$ cat src/rtl/blk_disp_pkg.sv
`timescale 1ns/1ps
package blk_disp_pkg;
   localparam int unsigned NEED_W = 32;

   // per-block resource demand, fixed for one launch
   typedef struct packed {
      logic [NEED_W-1:0] thr;
      logic [NEED_W-1:0] regs;
      logic [NEED_W-1:0] smem;
   } blk_need_t;
endpackage

$ cat src/rtl/blk_sm_ledger.sv
`timescale 1ns/1ps
module blk_sm_ledger
   import blk_disp_pkg::*;
#(
   parameter int MAX_BLK  = 32,
   parameter int MAX_THR  = 2048,
   parameter int MAX_REG  = 65536,
   parameter int MAX_SMEM = 49152
) (
   input  logic      clk,
   input  logic      rst_n,
   input  blk_need_t need,
   input  logic      take,
   input  logic      give,
   output logic      admit
);
   localparam int BW = $clog2(MAX_BLK + 1);
   localparam int TW = $clog2(MAX_THR + 1);
   localparam int RW = $clog2(MAX_REG + 1);
   localparam int SW = $clog2(MAX_SMEM + 1);
   localparam int XW = NEED_W + 1;

   logic [BW-1:0] n_blk;
   logic [TW-1:0] n_thr;
   logic [RW-1:0] n_reg;
   logic [SW-1:0] n_sm;
   logic          give_ok;
   logic [XW-1:0] a_blk, a_thr, a_reg, a_sm;
   logic [XW-1:0] x_blk, x_thr, x_reg, x_sm;

   assign give_ok = give && (n_blk != '0);

   always_comb begin
      a_blk = XW'(n_blk) - (give_ok ? XW'(1) : '0);
      a_thr = XW'(n_thr) - (give_ok ? XW'(need.thr) : '0);
      a_reg = XW'(n_reg) - (give_ok ? XW'(need.regs) : '0);
      a_sm  = XW'(n_sm)  - (give_ok ? XW'(need.smem) : '0);
      admit = (a_blk + XW'(1) <= XW'(MAX_BLK))
           && (a_thr + XW'(need.thr) <= XW'(MAX_THR))
           && (a_reg + XW'(need.regs) <= XW'(MAX_REG))
           && (a_sm  + XW'(need.smem) <= XW'(MAX_SMEM));
      x_blk = a_blk + (take ? XW'(1) : '0);
      x_thr = a_thr + (take ? XW'(need.thr) : '0);
      x_reg = a_reg + (take ? XW'(need.regs) : '0);
      x_sm  = a_sm  + (take ? XW'(need.smem) : '0);
   end

   always_ff @(posedge clk) begin
      if (!rst_n) begin
         n_blk <= '0;
         n_thr <= '0;
         n_reg <= '0;
         n_sm  <= '0;
      end else begin
         n_blk <= BW'(x_blk);
         n_thr <= TW'(x_thr);
         n_reg <= RW'(x_reg);
         n_sm  <= SW'(x_sm);
      end
   end

   p_caps_r1: assert property (@(posedge clk) disable iff (!rst_n)
      (int'(n_blk) <= MAX_BLK) && (int'(n_thr) <= MAX_THR)
      && (int'(n_reg) <= MAX_REG) && (int'(n_sm) <= MAX_SMEM));
   p_take_fits_r1: assert property (@(posedge clk) disable iff (!rst_n)
      take |-> admit);
   p_give_live_r6: assert property (@(posedge clk) disable iff (!rst_n)
      give |-> (n_blk != '0));
endmodule

$ cat src/rtl/blk_low_pick.sv
`timescale 1ns/1ps
module blk_low_pick #(
   parameter int N  = 4,
   localparam int IW = (N > 1) ? $clog2(N) : 1
) (
   input  logic [N-1:0]  req,
   output logic [N-1:0]  gnt,
   output logic [IW-1:0] idx,
   output logic          any
);
   if (N == 1) begin : g_single
      assign gnt = req;
      assign idx = '0;
      assign any = req[0];
   end else begin : g_multi
      always_comb begin
         gnt = '0;
         idx = '0;
         any = 1'b0;
         for (int i = 0; i < N; i++) begin
            if (req[i] && !any) begin
               gnt[i] = 1'b1;
               idx    = IW'(i);
               any    = 1'b1;
            end
         end
      end
   end

   p_gnt_one_r4: assert property (@(req) 1'b1 |-> $onehot0(gnt)) else ;
endmodule

$ cat src/rtl/blk_launch_ctl.sv
`timescale 1ns/1ps
module blk_launch_ctl
   import blk_disp_pkg::*;
#(
   parameter int IDX_W       = 31,
   parameter int OUT_W       = 8,
   parameter int THR_IN_W    = 16,
   parameter int RPT_W       = 8,
   parameter int SMEM_IN_W   = 17,
   parameter int MAX_BLK_THR = 1024,
   parameter int MAX_REG     = 65536,
   parameter int MAX_SMEM    = 49152
) (
   input  logic                 clk,
   input  logic                 rst_n,
   input  logic                 launch_valid,
   input  logic [IDX_W-1:0]     blocks,
   input  logic [THR_IN_W-1:0]  threads,
   input  logic [RPT_W-1:0]     rpt,
   input  logic [SMEM_IN_W-1:0] smem,
   input  logic                 fire,
   input  logic                 give,
   output logic                 running,
   output blk_need_t            need,
   output logic [IDX_W-1:0]     next_idx,
   output logic                 has_more,
   output logic                 kernel_done,
   output logic                 launch_err
);
   logic [IDX_W-1:0]  total;
   logic [OUT_W-1:0]  outstanding;
   logic [IDX_W-1:0]  idx_nxt;
   logic [OUT_W-1:0]  out_nxt;
   logic [NEED_W-1:0] regs_req;
   logic              bad;

   assign regs_req = NEED_W'(rpt) * NEED_W'(threads);
   assign bad = (threads == '0)
             || (NEED_W'(threads) > NEED_W'(MAX_BLK_THR))
             || (regs_req > NEED_W'(MAX_REG))
             || (NEED_W'(smem) > NEED_W'(MAX_SMEM));
   assign idx_nxt  = next_idx + IDX_W'(fire);
   assign out_nxt  = outstanding + OUT_W'(fire) - OUT_W'(give);
   assign has_more = running && (next_idx != total);

   always_ff @(posedge clk) begin
      if (!rst_n) begin
         running     <= 1'b0;
         kernel_done <= 1'b0;
         launch_err  <= 1'b0;
         next_idx    <= '0;
         total       <= '0;
         outstanding <= '0;
         need        <= '0;
      end else if (launch_valid && !running) begin
         launch_err  <= bad;
         next_idx    <= '0;
         total       <= blocks;
         outstanding <= '0;
         need.thr    <= NEED_W'(threads);
         need.regs   <= regs_req;
         need.smem   <= NEED_W'(smem);
         running     <= !bad && (blocks != '0);
         kernel_done <= !bad && (blocks == '0);
      end else if (running) begin
         next_idx    <= idx_nxt;
         outstanding <= out_nxt;
         if (idx_nxt == total && out_nxt == '0) begin
            running     <= 1'b0;
            kernel_done <= 1'b1;
         end
      end
   end

   p_give_owed_r7: assert property (@(posedge clk) disable iff (!rst_n)
      give |-> (outstanding != '0));
   p_done_idle_r7: assert property (@(posedge clk) disable iff (!rst_n)
      kernel_done |-> !running);
   p_err_idle_r2: assert property (@(posedge clk) disable iff (!rst_n)
      launch_err |-> !running);
endmodule

$ cat src/rtl/blk_dispatcher.sv
`timescale 1ns/1ps
module blk_dispatcher
   import blk_disp_pkg::*;
#(
   parameter int NUM_SM      = 4,
   parameter int IDX_W       = 31,
   parameter int THR_IN_W    = 16,
   parameter int RPT_W       = 8,
   parameter int SMEM_IN_W   = 17,
   parameter int MAX_BLK     = 32,
   parameter int MAX_THR     = 2048,
   parameter int MAX_REG     = 65536,
   parameter int MAX_SMEM    = 49152,
   parameter int MAX_BLK_THR = 1024,
   localparam int SM_W = (NUM_SM > 1) ? $clog2(NUM_SM) : 1
) (
   input  logic                 clk,
   input  logic                 rst_n,
   input  logic                 launch_valid,
   input  logic [IDX_W-1:0]     launch_blocks,
   input  logic [THR_IN_W-1:0]  launch_threads,
   input  logic [RPT_W-1:0]     launch_regs_per_thread,
   input  logic [SMEM_IN_W-1:0] launch_smem,
   output logic                 launch_err,
   output logic                 disp_valid,
   input  logic                 disp_ready,
   output logic [IDX_W-1:0]     disp_blk,
   output logic [SM_W-1:0]      disp_sm,
   input  logic                 cmpl_valid,
   input  logic [SM_W-1:0]      cmpl_sm,
   output logic                 kernel_done
);
   localparam int OUT_W = $clog2(NUM_SM * MAX_BLK + 1);

   if (NUM_SM < 1 || IDX_W < 1) begin : g_bad_shape
      $error("blk_dispatcher: NUM_SM and IDX_W must be positive");
   end
   if (MAX_BLK_THR > MAX_THR) begin : g_bad_thr
      $error("blk_dispatcher: block thread cap above per-SM thread cap");
   end

   logic              running, has_more, fire, any_ok;
   blk_need_t         need;
   logic [NUM_SM-1:0] ok, gnt, take, give;

   blk_launch_ctl #(
      .IDX_W(IDX_W), .OUT_W(OUT_W), .THR_IN_W(THR_IN_W), .RPT_W(RPT_W),
      .SMEM_IN_W(SMEM_IN_W), .MAX_BLK_THR(MAX_BLK_THR),
      .MAX_REG(MAX_REG), .MAX_SMEM(MAX_SMEM)
   ) u_ctl (
      .clk(clk), .rst_n(rst_n), .launch_valid(launch_valid),
      .blocks(launch_blocks), .threads(launch_threads),
      .rpt(launch_regs_per_thread), .smem(launch_smem),
      .fire(fire), .give(cmpl_valid && running),
      .running(running), .need(need), .next_idx(disp_blk),
      .has_more(has_more), .kernel_done(kernel_done), .launch_err(launch_err)
   );

   for (genvar i = 0; i < NUM_SM; i++) begin : g_sm
      assign give[i] = cmpl_valid && running && (cmpl_sm == SM_W'(i));
      assign take[i] = fire && gnt[i];
      blk_sm_ledger #(
         .MAX_BLK(MAX_BLK), .MAX_THR(MAX_THR),
         .MAX_REG(MAX_REG), .MAX_SMEM(MAX_SMEM)
      ) u_ledger (
         .clk(clk), .rst_n(rst_n), .need(need),
         .take(take[i]), .give(give[i]), .admit(ok[i])
      );
   end

   blk_low_pick #(.N(NUM_SM)) u_pick (
      .req(ok), .gnt(gnt), .idx(disp_sm), .any(any_ok)
   );

   assign disp_valid = has_more && any_ok;
   assign fire       = disp_valid && disp_ready;

   p_hold_r10: assert property (@(posedge clk) disable iff (!rst_n)
      (disp_valid && !disp_ready) |=> $stable(disp_blk));
   p_ascend_r3: assert property (@(posedge clk) disable iff (!rst_n)
      fire |=> (disp_blk == $past(disp_blk) + IDX_W'(1)));
   p_err_quiet_r2: assert property (@(posedge clk) disable iff (!rst_n)
      launch_err |-> !disp_valid);
   p_done_quiet_r7: assert property (@(posedge clk) disable iff (!rst_n)
      kernel_done |-> !disp_valid);
   p_one_take_r4: assert property (@(posedge clk) disable iff (!rst_n)
      $onehot0(take));
endmodule

$ cat config.mk
export PLATFORM = sky130hd
export DESIGN_NAME = blk_dispatcher
export DESIGN_NICKNAME = d
export VERILOG_FILES = /design/src/rtl/blk_disp_pkg.sv /design/src/rtl/blk_sm_ledger.sv /design/src/rtl/blk_low_pick.sv /design/src/rtl/blk_launch_ctl.sv /design/src/rtl/blk_dispatcher.sv
export SDC_FILE = /design/constraint.sdc
export NUM_CORES = 2
export LEC_CHECK = 0
export BUFFER_PORTS_ARGS = -buffer_cell sky130_fd_sc_hd__buf_2
export CAP_MARGIN = 40
export CORE_ASPECT_RATIO = 0.9
export CORE_MARGIN = 10
export CORE_UTILIZATION = 60
export DETAILED_ROUTE_END_ITERATION = 6
export GPL_TIMING_DRIVEN = 0
export PLACE_DENSITY = 0.89
export SLEW_MARGIN = 0
export SYNTH_ARGS = -nofsm -noshare
export SYNTH_HDL_FRONTEND = slang
export SYNTH_SLANG_ARGS = --single-unit
$ cat constraint.sdc
create_clock -name clk -period 10.64 [get_ports clk]
set_clock_uncertainty 0.2 [all_clocks]
set_input_delay 1.064 -clock clk [delete_from_list [all_inputs] [get_ports clk]]
set_output_delay 1.064 -clock clk [all_outputs]
set_load 0.005 [all_outputs]
==> metrics.yaml <==
die_x_um: 316.6
synthFlopType: "dfxtp_1"
async_flop_share_pct: 0
syn_inst: 6252
crit_path_end_kind: "register"
gp_congestion: 1.055
crit_path_frequent_cell: "a21oi_2"
firstDrtPassIters: 7
cts_tree: "built"
die_area_um2: 90860
grt_pass1_wl_um: 253000
fin_crit_ns: 10.56
multiInputGateArea_um2: 40460
htreeDepth: 2
drtIter0Drc: 6200
ys_types: 101
max_freq_ghz: 0.09465
ir_drop_v: 0.0001245
timing.slew.headroom_pct: 24.58
clock_sink_count: 334
cts-root-buf: "clkbuf_16"
grt_max_degree: 16
critPathLaunchType: "input pin"
crit_family: "simple AND/OR/NAND/NOR gates"
placementRows: 97
startpoint: "cmpl_sm[1]"
finalHoldViolCount: 0
cellLeakagePower_uw: 0.02540
wl_per_cell_um: 22.37
hp-start: "u_ctl.total[25]$_SDFFE_PN0P_"
layout_commonest_cell: "ha_1"
cp_max_fo: 10
final_area_um2: 54540
layout_common_cells: "ha_1 (655), nand2_1 (603), nor2_1 (533)"
synth-edff-count: 0
critical_path_class: "in -> reg"
clockPowerShare_pct: 29.4
die_y_um: 287.0
r2r_start: "g_sm[0].u_ledger.n_blk[3]$_SDFF_PN0_"
placed_cell_area_um2: 49920
clkSlewWorstSetupHoldPaths_ns: 0.06
synth_fp_nets: 7143
cp_slowest_cell: "or4_1"
clk_latency_ns: 0.63
power_density_nw_per_um2: 96.98
fin_cells: 7630
critPathRequiredTime_ns: 10.95
worstMarginPinSlew_ns: 1.130
wl_um: 170700
place_inst: 7437
netlist_top_cells_area: "ha_1 (18%), dfxtp_1 (14%), xnor2_1 (5.3%), fa_1 (5.1%), nand2_1 (4.8%)"
largest_reg_flops: 68
synth.cell_area_um2: 47510
viasPerCell: 6.721
holdBufCountCts: 0
grt_pass1_vias: 47840
synth_top_area_share_pct: 18.20
maxCapViolCount: 0
cts_buffer_depth: 3
swShare_pct: 41.98
p_switching_uw: 2220
seqPwrFrac_pct: 27.3
ioPinCount: 115
synthToLayoutAreaGrowth_pct: 14.80
period_share_pct: 99.29
grtUsageTotal_pct: 34.17
antenna_found_initial: 12
dpl.hpwl_um: 125800
vias: 51280
drc: 1
violations: "design-rule violations"
cts_buffers: 42
finalNetCount: 7449
ys_ff_latch: 334
cp.arrival_ns: 10.88
synth_seq_area_share_pct: 14.07
ys_warn_count: 0
comb_power_share_pct: 43.3
layout-drive-gt1-share_pct: 11.55
regArea_um2: 6701
avgSynthCellArea_um2: 7.599
fillerInstances: 5785
overflow: 0
finalMaxSlewViolations: 0
critPathMaxStageDelay_ns: 0.53
io_buffers: 100
hold_path.class: "reg -> reg"
setup_viol: 0
ant_nets: 0
core_area_um2: 78160
status: "finished with violations"
p_int_uw: 3069
cp.buffers_inverters: 6
yosysTopAreaCell: "ha_1"
initial_core_util_pct: 60.79
==> cells by family after synthesis <==
logic type,count (synthesis),share of synthesized area [%]
and+or+nand+nor,2348,25.00
AOI/OAI and AO/OA,1624,22.85
adders and majority gates,812,23.30
buffers and inverters,604,4.801
xor gates and xnor gates,484,8.985
DFF,334,14.07
muxes,46,0.9928
==> metrics by stage <==
step	TNS, ns	total power [uW]	setup WS, ns	hold WS (ns)	util (%)
after detailed placement	-527.41	3491	-3.999	0.2829	63.87
final	0	5290	0.07530	0.3088	69.78
after global placement	-680.47	3389	-5.220	0.2826	63.13
after CTS	0	5074	0.003537	0.3041	67.20
after floorplan	0	2835	0.006980	0.2487	-
after global routing	-5.076	5469	-0.2695	0.3197	69.78
==> worst reg2reg max path, delay by kind of cell (launching register included) <==
family          cells  cell delay [ns]
compound gates     16             3.88
flops               1             0.49
fa+ha+maj           4             0.96
buf+inv             3             0.51
simple gates       21             4.40
==> per-layer routing <==
layer | global-route usage (%) | routed length [um]
met5 | 0 | 46
met4 | 20.58 | 13290
met3 | 9.077 | 23000
met2 | 52.46 | 71520
met1 | 42.43 | 62810
==> Yosys cell counts, types with 134 or more instances <==
master / instances
a21o_1: 146
a21oi_1: 420
and2_1: 216
and3_1: 134
clkbuf_1: 180
dfxtp_1: 334
ha_1: 691
inv_1: 402
nand2_1: 608
nor2_1: 544
nor3_1: 167
o21ai_0: 294
xnor2_1: 287
xor2_1: 195
==> power by group through the flow <==
stage | logic (uW) | clock network [uW] | registers [uW]
global placement | 1880 | 0 | 1510
CTS | 2100 | 1540 | 1430
global route | 2450 | 1580 | 1440
floorplan | 1450 | 0 | 1390
detailed placement | 2030 | 0 | 1460
finish | 2290 | 1560 | 1450
==> area by class of cell <==
cell class	count	area share (%)
Antenna cell	1	0.004588
Buffer	183	1.720
Clock buffer	54	2.138
Clock inverter	22	0.5116
Inverter	402	2.767
Multi-Input combinational cell	5314	74.18
Sequential cell	334	12.29
Tap cell	1039	2.383
Timing Repair Buffer	281	4.012
==> what timing repair did <==
action,4_1_cts,5_1_grt
buffers inserted,50,79
resized for setup,226,353
pin swaps,59,175
setup endpoints to repair,248,83
gates cloned,1,2
==> path summary, 6_finish.rpt <==
| path | to | slack [ns] | cells past startpoint |
|---|---|---|---|
| max reg2reg | u_ctl.running$_SDFF_PN0_ | 0.10 | 44 |
| min reg2reg | u_ctl.total[25]$_SDFFE_PN0P_ | 0.31 | 1 |
| max | u_ctl.running$_SDFF_PN0_ | 0.08 | 47 |
| min | u_ctl.total[25]$_SDFFE_PN0P_ | 0.31 | 1 |
(Power assumes the default switching activity.)
